$ cat src/rtl/ext_irq_pkg.sv
package ext_irq_pkg;

   typedef enum logic {
      DET_LEVEL = 1'b0,
      DET_EDGE  = 1'b1
   } det_mode_e;

   // Map a raw synchronised sample to "request active" under a polarity.
   function automatic logic qualify(input logic raw, input logic act_high);
      return act_high ? raw : ~raw;
   endfunction

endpackage

$ cat src/rtl/ext_irq_sync.sv
module ext_irq_sync #(
   parameter int   WIDTH     = 8,
   parameter int   STAGES    = 2,
   parameter logic RESET_BIT = 1'b1
) (
   input  logic             clk,
   input  logic             rst_n,
   input  logic [WIDTH-1:0] din,
   output logic [WIDTH-1:0] dout
);

   if (STAGES < 2) begin : g_bad_stages
      $error("ext_irq_sync: STAGES must be at least 2");
   end
   if (WIDTH < 1) begin : g_bad_width
      $error("ext_irq_sync: WIDTH must be positive");
   end

   logic [STAGES-1:0][WIDTH-1:0] chain;

   for (genvar s = 0; s < STAGES; s++) begin : g_stage
      if (s == 0) begin : g_first
         always_ff @(posedge clk or negedge rst_n) begin
            if (!rst_n) chain[s] <= {WIDTH{RESET_BIT}};
            else        chain[s] <= din;
         end
      end else begin : g_next
         always_ff @(posedge clk or negedge rst_n) begin
            if (!rst_n) chain[s] <= {WIDTH{RESET_BIT}};
            else        chain[s] <= chain[s-1];
         end
      end
   end

   assign dout = chain[STAGES-1];

endmodule

$ cat src/rtl/ext_irq_regs.sv
module ext_irq_regs #(
   parameter int NUM_CH = 2,
   parameter int SEL_W  = 3,
   parameter int DATA_W = 8,
   parameter int ADDR_W = 2
) (
   input  logic                         clk,
   input  logic                         rst_n,
   input  logic                         reg_wr,
   input  logic [ADDR_W-1:0]            reg_addr,
   input  logic [DATA_W-1:0]            reg_wdata,
   output logic [DATA_W-1:0]            reg_rdata,
   input  logic [NUM_CH-1:0]            irq,
   output logic [NUM_CH-1:0][SEL_W-1:0] cfg_sel,
   output logic [NUM_CH-1:0]            cfg_act_high,
   output logic [NUM_CH-1:0]            cfg_edge,
   output logic [NUM_CH-1:0]            cfg_load,
   output logic [SEL_W-1:0]             load_sel,
   output logic                         flag_we,
   output logic [NUM_CH-1:0]            flag_wdata
);

   localparam int POL_BIT  = SEL_W;
   localparam int MODE_BIT = SEL_W + 1;
   localparam int CFG_W    = SEL_W + 2;
   localparam int USED_W   = (CFG_W > NUM_CH) ? CFG_W : NUM_CH;
   localparam logic [ADDR_W-1:0] FLAG_ADDR = ADDR_W'(NUM_CH);

   if (CFG_W > DATA_W) begin : g_bad_cfg
      $error("ext_irq_regs: configuration byte wider than DATA_W");
   end
   if (NUM_CH > DATA_W) begin : g_bad_flags
      $error("ext_irq_regs: flag register wider than DATA_W");
   end
   if ((1 << ADDR_W) < NUM_CH + 1) begin : g_bad_addr
      $error("ext_irq_regs: ADDR_W too small for register map");
   end

   if (DATA_W > USED_W) begin : g_spare
      logic spare_unused;
      assign spare_unused = ^reg_wdata[DATA_W-1:USED_W];
   end

   assign load_sel   = reg_wdata[SEL_W-1:0];
   assign flag_we    = reg_wr && (reg_addr == FLAG_ADDR);
   assign flag_wdata = reg_wdata[NUM_CH-1:0];

   for (genvar c = 0; c < NUM_CH; c++) begin : g_cfg
      localparam logic [ADDR_W-1:0] MY_ADDR = ADDR_W'(c);

      assign cfg_load[c] = reg_wr && (reg_addr == MY_ADDR);

      always_ff @(posedge clk or negedge rst_n) begin
         if (!rst_n) begin
            cfg_sel[c]      <= '0;
            cfg_act_high[c] <= 1'b0;
            cfg_edge[c]     <= 1'b0;
         end else if (cfg_load[c]) begin
            cfg_sel[c]      <= reg_wdata[SEL_W-1:0];
            cfg_act_high[c] <= reg_wdata[POL_BIT];
            cfg_edge[c]     <= reg_wdata[MODE_BIT];
         end
      end
   end

   always_comb begin
      reg_rdata = '0;
      for (int c = 0; c < NUM_CH; c++) begin
         if (reg_addr == ADDR_W'(c)) begin
            reg_rdata[SEL_W-1:0] = cfg_sel[c];
            reg_rdata[POL_BIT]   = cfg_act_high[c];
            reg_rdata[MODE_BIT]  = cfg_edge[c];
         end
      end
      if (reg_addr == FLAG_ADDR) reg_rdata[NUM_CH-1:0] = irq;
   end

endmodule

$ cat src/rtl/ext_irq_chan.sv
module ext_irq_chan
   import ext_irq_pkg::*;
#(
   parameter int   NUM_PINS   = 8,
   parameter int   SEL_W      = 3,
   parameter logic IDLE_LEVEL = 1'b1
) (
   input  logic                clk,
   input  logic                rst_n,
   input  logic [NUM_PINS-1:0] sync_pins,
   input  logic [SEL_W-1:0]    sel,
   input  logic                act_high,
   input  logic                edge_mode,
   input  logic                cfg_load,
   input  logic [SEL_W-1:0]    load_sel,
   input  logic                ack,
   input  logic                flag_we,
   input  logic                flag_wbit,
   output logic                irq,
   output logic                edge_hit
);

   det_mode_e mode;
   logic      raw_now;
   logic      prev_raw;
   logic      qual_now;
   logic      qual_prev;
   logic      pend;

   assign mode    = edge_mode ? DET_EDGE : DET_LEVEL;
   assign raw_now = sync_pins[sel];

   // Previous sample kept raw: a polarity change qualifies both samples
   // alike, and a select change reloads it from the new pin.
   always_ff @(posedge clk or negedge rst_n) begin
      if (!rst_n)        prev_raw <= IDLE_LEVEL;
      else if (cfg_load) prev_raw <= sync_pins[load_sel];
      else               prev_raw <= raw_now;
   end

   assign qual_now  = qualify(raw_now, act_high);
   assign qual_prev = qualify(prev_raw, act_high);
   assign edge_hit  = qual_now & ~qual_prev;

   // Priority: detected edge, then acknowledge, then software write.
   always_ff @(posedge clk or negedge rst_n) begin
      if (!rst_n)                pend <= 1'b0;
      else if (mode == DET_LEVEL) pend <= 1'b0;
      else if (edge_hit)          pend <= 1'b1;
      else if (ack)               pend <= 1'b0;
      else if (flag_we)           pend <= flag_wbit;
   end

   assign irq = (mode == DET_EDGE) ? pend : qual_now;

endmodule

$ cat src/rtl/ext_irq_detect.sv
module ext_irq_detect #(
   parameter int   NUM_CH      = 2,
   parameter int   NUM_PINS    = 8,
   parameter int   SYNC_STAGES = 2,
   parameter int   DATA_W      = 8,
   parameter logic IDLE_LEVEL  = 1'b1,
   localparam int  SEL_W       = $clog2(NUM_PINS),
   localparam int  ADDR_W      = $clog2(NUM_CH + 1)
) (
   input  logic                clk,
   input  logic                rst_n,
   input  logic [NUM_PINS-1:0] pins,
   input  logic                reg_wr,
   input  logic [ADDR_W-1:0]   reg_addr,
   input  logic [DATA_W-1:0]   reg_wdata,
   output logic [DATA_W-1:0]   reg_rdata,
   input  logic [NUM_CH-1:0]   vec_ack,
   output logic [NUM_CH-1:0]   irq
);

   if (NUM_PINS < 2 || (1 << SEL_W) != NUM_PINS) begin : g_bad_pins
      $error("ext_irq_detect: NUM_PINS must be a power of two, at least 2");
   end
   if (NUM_CH < 1) begin : g_bad_ch
      $error("ext_irq_detect: NUM_CH must be positive");
   end

   logic [NUM_PINS-1:0]            sync_pins;
   logic [NUM_CH-1:0][SEL_W-1:0]   cfg_sel;
   logic [NUM_CH-1:0]              cfg_act_high;
   logic [NUM_CH-1:0]              cfg_edge;
   logic [NUM_CH-1:0]              cfg_load;
   logic [SEL_W-1:0]               load_sel;
   logic                           flag_we;
   logic [NUM_CH-1:0]              flag_wdata;
   logic [NUM_CH-1:0]              edge_hit;

   // One shared synchroniser bank: select changes never see stale stages.
   ext_irq_sync #(
      .WIDTH     (NUM_PINS),
      .STAGES    (SYNC_STAGES),
      .RESET_BIT (IDLE_LEVEL)
   ) u_sync (
      .clk  (clk),
      .rst_n(rst_n),
      .din  (pins),
      .dout (sync_pins)
   );

   ext_irq_regs #(
      .NUM_CH(NUM_CH),
      .SEL_W (SEL_W),
      .DATA_W(DATA_W),
      .ADDR_W(ADDR_W)
   ) u_regs (
      .clk         (clk),
      .rst_n       (rst_n),
      .reg_wr      (reg_wr),
      .reg_addr    (reg_addr),
      .reg_wdata   (reg_wdata),
      .reg_rdata   (reg_rdata),
      .irq         (irq),
      .cfg_sel     (cfg_sel),
      .cfg_act_high(cfg_act_high),
      .cfg_edge    (cfg_edge),
      .cfg_load    (cfg_load),
      .load_sel    (load_sel),
      .flag_we     (flag_we),
      .flag_wdata  (flag_wdata)
   );

   for (genvar c = 0; c < NUM_CH; c++) begin : g_ch
      ext_irq_chan #(
         .NUM_PINS  (NUM_PINS),
         .SEL_W     (SEL_W),
         .IDLE_LEVEL(IDLE_LEVEL)
      ) u_chan (
         .clk      (clk),
         .rst_n    (rst_n),
         .sync_pins(sync_pins),
         .sel      (cfg_sel[c]),
         .act_high (cfg_act_high[c]),
         .edge_mode(cfg_edge[c]),
         .cfg_load (cfg_load[c]),
         .load_sel (load_sel),
         .ack      (vec_ack[c]),
         .flag_we  (flag_we),
         .flag_wbit(flag_wdata[c]),
         .irq      (irq[c]),
         .edge_hit (edge_hit[c])
      );
   end

endmodule

$ cat config.mk
export PLATFORM = sky130hd
export DESIGN_NAME = ext_irq_detect
export DESIGN_NICKNAME = d
export VERILOG_FILES = /design/src/rtl/ext_irq_pkg.sv /design/src/rtl/ext_irq_sync.sv /design/src/rtl/ext_irq_regs.sv /design/src/rtl/ext_irq_chan.sv /design/src/rtl/ext_irq_detect.sv
export SDC_FILE = /design/constraint.sdc
export NUM_CORES = 1
export LEC_CHECK = 0
export BUFFER_PORTS_ARGS = -buffer_cell sky130_fd_sc_hd__buf_2
export CAP_MARGIN = 20
export CORE_MARGIN = 5
export CORE_UTILIZATION = 47
export DETAILED_ROUTE_END_ITERATION = 7
export PLACE_DENSITY_LB_ADDON = 0.3
export SYNTH_ARGS = -nofsm -noshare
export SYNTH_HDL_FRONTEND = slang
export SYNTH_SLANG_ARGS = --single-unit
$ cat constraint.sdc
create_clock -name clk -period 1.7 [get_ports clk]
set_input_delay 0.17 -clock clk [delete_from_list [all_inputs] [get_ports clk]]
set_output_delay 0.17 -clock clk [all_outputs]
set_load 0.1 [all_outputs]
==> metrics list <==
* Status: finished with violations
- Violations in the final reports: negative setup slack
- CTS tree: yes
- Endpoint kind of the worst setup timing path: primary output
- Time the final worst path needs with I/O delays and setup: approximately 2300 ps
* Number of storage elements in the synthesis netlist: 30
* Final count of hold timing violations: 0
- Along the worst hold path, the cell count comes to 2.
- In this run the standard cell core region covers 2980 µm².
* Share of total power in sequential cells: about two fifths
- Once detailed placement completed, the half-perimeter wirelength came to between 1.5 and 2 mm.
- Wire length reported by the detailed router: between 2 and 3 mm
* Critical path arrival: ~2100 ps
- Standard cell with the maximum stage delay on the critical path: sky130_fd_sc_hd__mux4_2
- Of the post-synthesis cell area, the part taken by muxes is about 28%.
* Sequential area share after synthesis: a little over half
* Slack of the critical path: -558 ps
- STA classifies the critical path startpoint as a flop.
- Number of buffers added by the clock tree synthesis step: 5
* Max Buffers Root-to-Sink: 2
- Final antenna diode count: 0
- Portion of total power attributed to combinational logic: 42.7%
* Row count: 20
- VDD IR-drop max: 0.677 mV
* Fraction of power spent switching nets: 37.0%
- Final Instance Area: 1910 µm²
- In this run the critical register-to-register path is launched from u_regs.cfg_sel[3].
- For this block, the initial DRC count from the detailed router was 21.
- Clock-pin slew was measured on the worst setup and hold paths at ~90 ps.
- For the worst setup path, the data required time is ~1500 ps.
- The pre-antenna-repair detailed-routing pass consisted of 3 iterations.
- Slew at the pin closest to its max-slew limit: approximately 630 ps
- Before CTS, the worst setup slack after placement is -311 ps.
- The worst setup path is of the reg -> out kind.
- Simple-gate portion of the synthesized area: between 10% and 20%
- The root buffer cell chosen for the clock tree is sky130_fd_sc_hd__clkbuf_4.
- Fmax: ~440 MHz
- Relative to the synthesized area, the layout overhead comes to 33.7%.
- The analysis attributes to cell leakage a power of between 0.8 and 0.9 nW.
* Pin count of the biggest net entering global routing: 31
- Vias: 951
- In the routed design, unresolved DRC markers number 0.
- Total Power: 2.36 mW
* Number of distinct standard cells referenced by the synthesized netlist: 24
* Vias in the first global route: between 900 and 1000
* Number of max-cap violations: 0
- Area of the die: around 4200 µm²
* Crit Path Max Fanout: 3
* Vertical die dimension: about 65 µm
- Internal power consumption: 1.49 mW
- For this configuration, the core starts out at a cell density of between 40% and 50%.
- For hold timing, the worst endpoint is u_regs.cfg_act_high[1].
* Number of antenna violations at the first check in global routing: 0
- Worst Hold Class: in -> reg
- The Yosys step of the flow raised 0 warnings.
* Fraction of final layout cells sized beyond drive strength 1: between 60% and 70%
- Combinational family with the most area after synthesis: multiplexers
- In the synthesized netlist, the number of instances is slightly above 100.
- From left edge to right edge, the die measures roughly 65 µm.
* Final Wtd Congestion: 0.787
- Traced cell by cell, the critical path runs through mux4_2 -> mux2i_4 -> mux2i_2 -> buf_4 -> o21ai_4 -> buf_12.
- The synthesized netlist devotes 3.33% of its cell area to compound gates.
- The worst path uses 133% of the clock period.
- Insertion delay to the later sink of the worst-skew pair: around 320 ps
- The count of pins over their slew limit came to 0.
- The first global-routing pass estimated approximately 4.4 mm of wire.
* Hold path start: reg_wdata[3]
- Post-Synthesis Cell Area: around 1400 µm²
* Depth of the worst register-to-register path: 6
- Dividing the detail-routed wire length by the instance count gives ~14 µm.
- Across the routed clock network, the largest skew measured is ~3.8 ps.
* Arithmetic-cell share of the synthesized area counting full adders, half adders and majority gates: 0%
- Xor/xnor share of the synthesized area: 0%
- Clock sink count: 30
- Summing all placed instances gives a cell area of 1680 µm².
- The number of buffers and inverters on the critical path is 2.
* CTS H-Tree Depth: 2
- Global routing used between 10% and 20% of the available tracks.
- Clock share of power: between 10% and 20%
- Total of endpoints with negative setup slack in the final report: 6
- Mapped Avg Cell Area: 14.1 µm²
- 33 I/O pins were placed.
* Tightest slew margin relative to the limit: about three fifths
- In the routed layout, each cell is associated on average with a via count of around 5.2.
- Number of buffers inserted by port buffering: 26
* Largest incremental delay on the critical path: around 540 ps
* Sw Pwr: 0.874 mW
- Number of nets still failing antenna checks after routing: 0
* Cell family with most CP delay: multiplexers
- Setup repair after global routing could not meet its margin everywhere.
- Dividing total power by cell area gives a power density of between 1000 and 1500 nW/µm².
* Global route overflow: 0
* Net count of the finished layout: between 150 and 200
* Reg-to-reg slack, setup: -90 ps
- In this run the critical register-to-register path is captured at g_ch[1].u_chan.pend.
==> layer usage <==
layer | global-route usage (%) | share of wire [%] | vias to the layer above
li1 | - | - | 452
met1 | 15.5 | 38 | 468
met2 | 24.4 | 54 | 25
met3 | 5.81 | 6.8 | 6
met4 | 5.70 | 1.9 | 0
met5 | 0 | 0 | -
==> stage by stage <==
step	utilization, %	setup TNS (ps)	hold WS (ps)	instances
final	64.2	-2250	91.1	182
after global routing	64.2	-2860	71.6	182
after CTS	62.3	-2310	78.3	180
after detailed placement	56.3	-1040	225	162
after global placement	56.3	-889	209	162
after floorplan	-	-894	-126	103
==> registers in the layout, indices dropped and copies added, names as in the netlist <==
name and cells:
u_sync.chain 8, u_regs.cfg_edge 2, u_sync.dout 8, u_regs.cfg_act_high 2, g_ch.u_chan.pend 2, u_regs.cfg_sel 6, g_ch.u_chan.prev_raw 2
==> worst reg2reg max path: stages, from the launching register on <==
cell	delay, ps
sky130_fd_sc_hd__dfrtp_2	410
sky130_fd_sc_hd__mux4_2	530
sky130_fd_sc_hd__mux2i_4	230
sky130_fd_sc_hd__buf_6	130
sky130_fd_sc_hd__buf_6	90
sky130_fd_sc_hd__nor3b_2	30
sky130_fd_sc_hd__o31a_1	270
==> placed cells by master (no fill, tap or decap), types with 4 or more instances in the layout <==
cell type	n
sky130_fd_sc_hd__a21oi_1	4
sky130_fd_sc_hd__buf_12	4
sky130_fd_sc_hd__buf_2	21
sky130_fd_sc_hd__buf_4	8
sky130_fd_sc_hd__clkbuf_4	6
sky130_fd_sc_hd__dfrtp_1	10
sky130_fd_sc_hd__dfstp_2	18
sky130_fd_sc_hd__dlygate4sd3_1	9
sky130_fd_sc_hd__mux2_2	11
sky130_fd_sc_hd__mux2i_1	7
sky130_fd_sc_hd__mux4_2	6
sky130_fd_sc_hd__nand2_1	4
==> worst max-delay path by stage <==
stage                         to  cells past startpoint              start  slack [ps]
floorplan           reg_rdata[1]                      4  u_regs.cfg_sel[3]        -280
global placement          irq[1]                      5  u_regs.cfg_sel[3]        -270
detailed placement        irq[1]                      5  u_regs.cfg_sel[3]        -310
CTS                 reg_rdata[0]                      6  u_regs.cfg_sel[0]        -610
global route        reg_rdata[0]                      6  u_regs.cfg_sel[0]        -690
finish              reg_rdata[0]                      6  u_regs.cfg_sel[0]        -560
==> cell type report <==
class	instances	area (µm²)
timing repair buffer	46	377
multi-input combinational	65	657
clock buffer	7	55.1
tap	33	41.3
fill	240	1070
sequential	30	776
clock inverter	1	5.00
==> kinds of logic after synthesis <==
logic type,count (synthesis)
AO/OA/AOI/OAI,8
buffers and inverters,8
multiplexers,28
flip-flops,30
other,1
AND/OR/NAND/NOR,26
==> power by group through the flow <==
stage | Combinational (mW) | Clock (mW) | Sequential [mW]
5_1_grt | 1.06 | 0.484 | 0.951
2_1_floorplan | 0.695 | 0 | 0.909
3_5_place_dp | 0.852 | 0 | 0.942
4_1_cts | 0.917 | 0.443 | 0.931
3_3_place_gp | 0.836 | 0 | 0.935
6_report | 1.01 | 0.424 | 0.930
==> synthesized netlist by cell type (all sizes together) <==
library cell	instances	area share [%]
o311ai	1	0.61
dfrtp	12	21
mux4	6	10
nor2	6	1.6
conb	1	0.26
o21ai	2	0.70
buf	5	2.6
nand2	5	1.3
nor3b	2	1.4
mux2	11	8.7
o31a	1	0.61
a21oi	4	1.4
dfstp	18	33
mux2i	11	9.5
nand3b	3	1.6
nor2b	3	1.3
nand4b	1	0.61
nand2b	3	1.3
and3b	1	0.70
nand3	2	0.70
clkbuf	3	0.79
==> repair_timing <==
item	in CTS	in global routing
buffers inserted	1	2
hold buffers	9	0
endpoints found under the setup margin	5	7
resized for setup	7	11
gates cloned	0	0
hold endpoints to repair	20	0
pin swaps	3	2
Note: power is estimated with default switching activity, not from simulation.
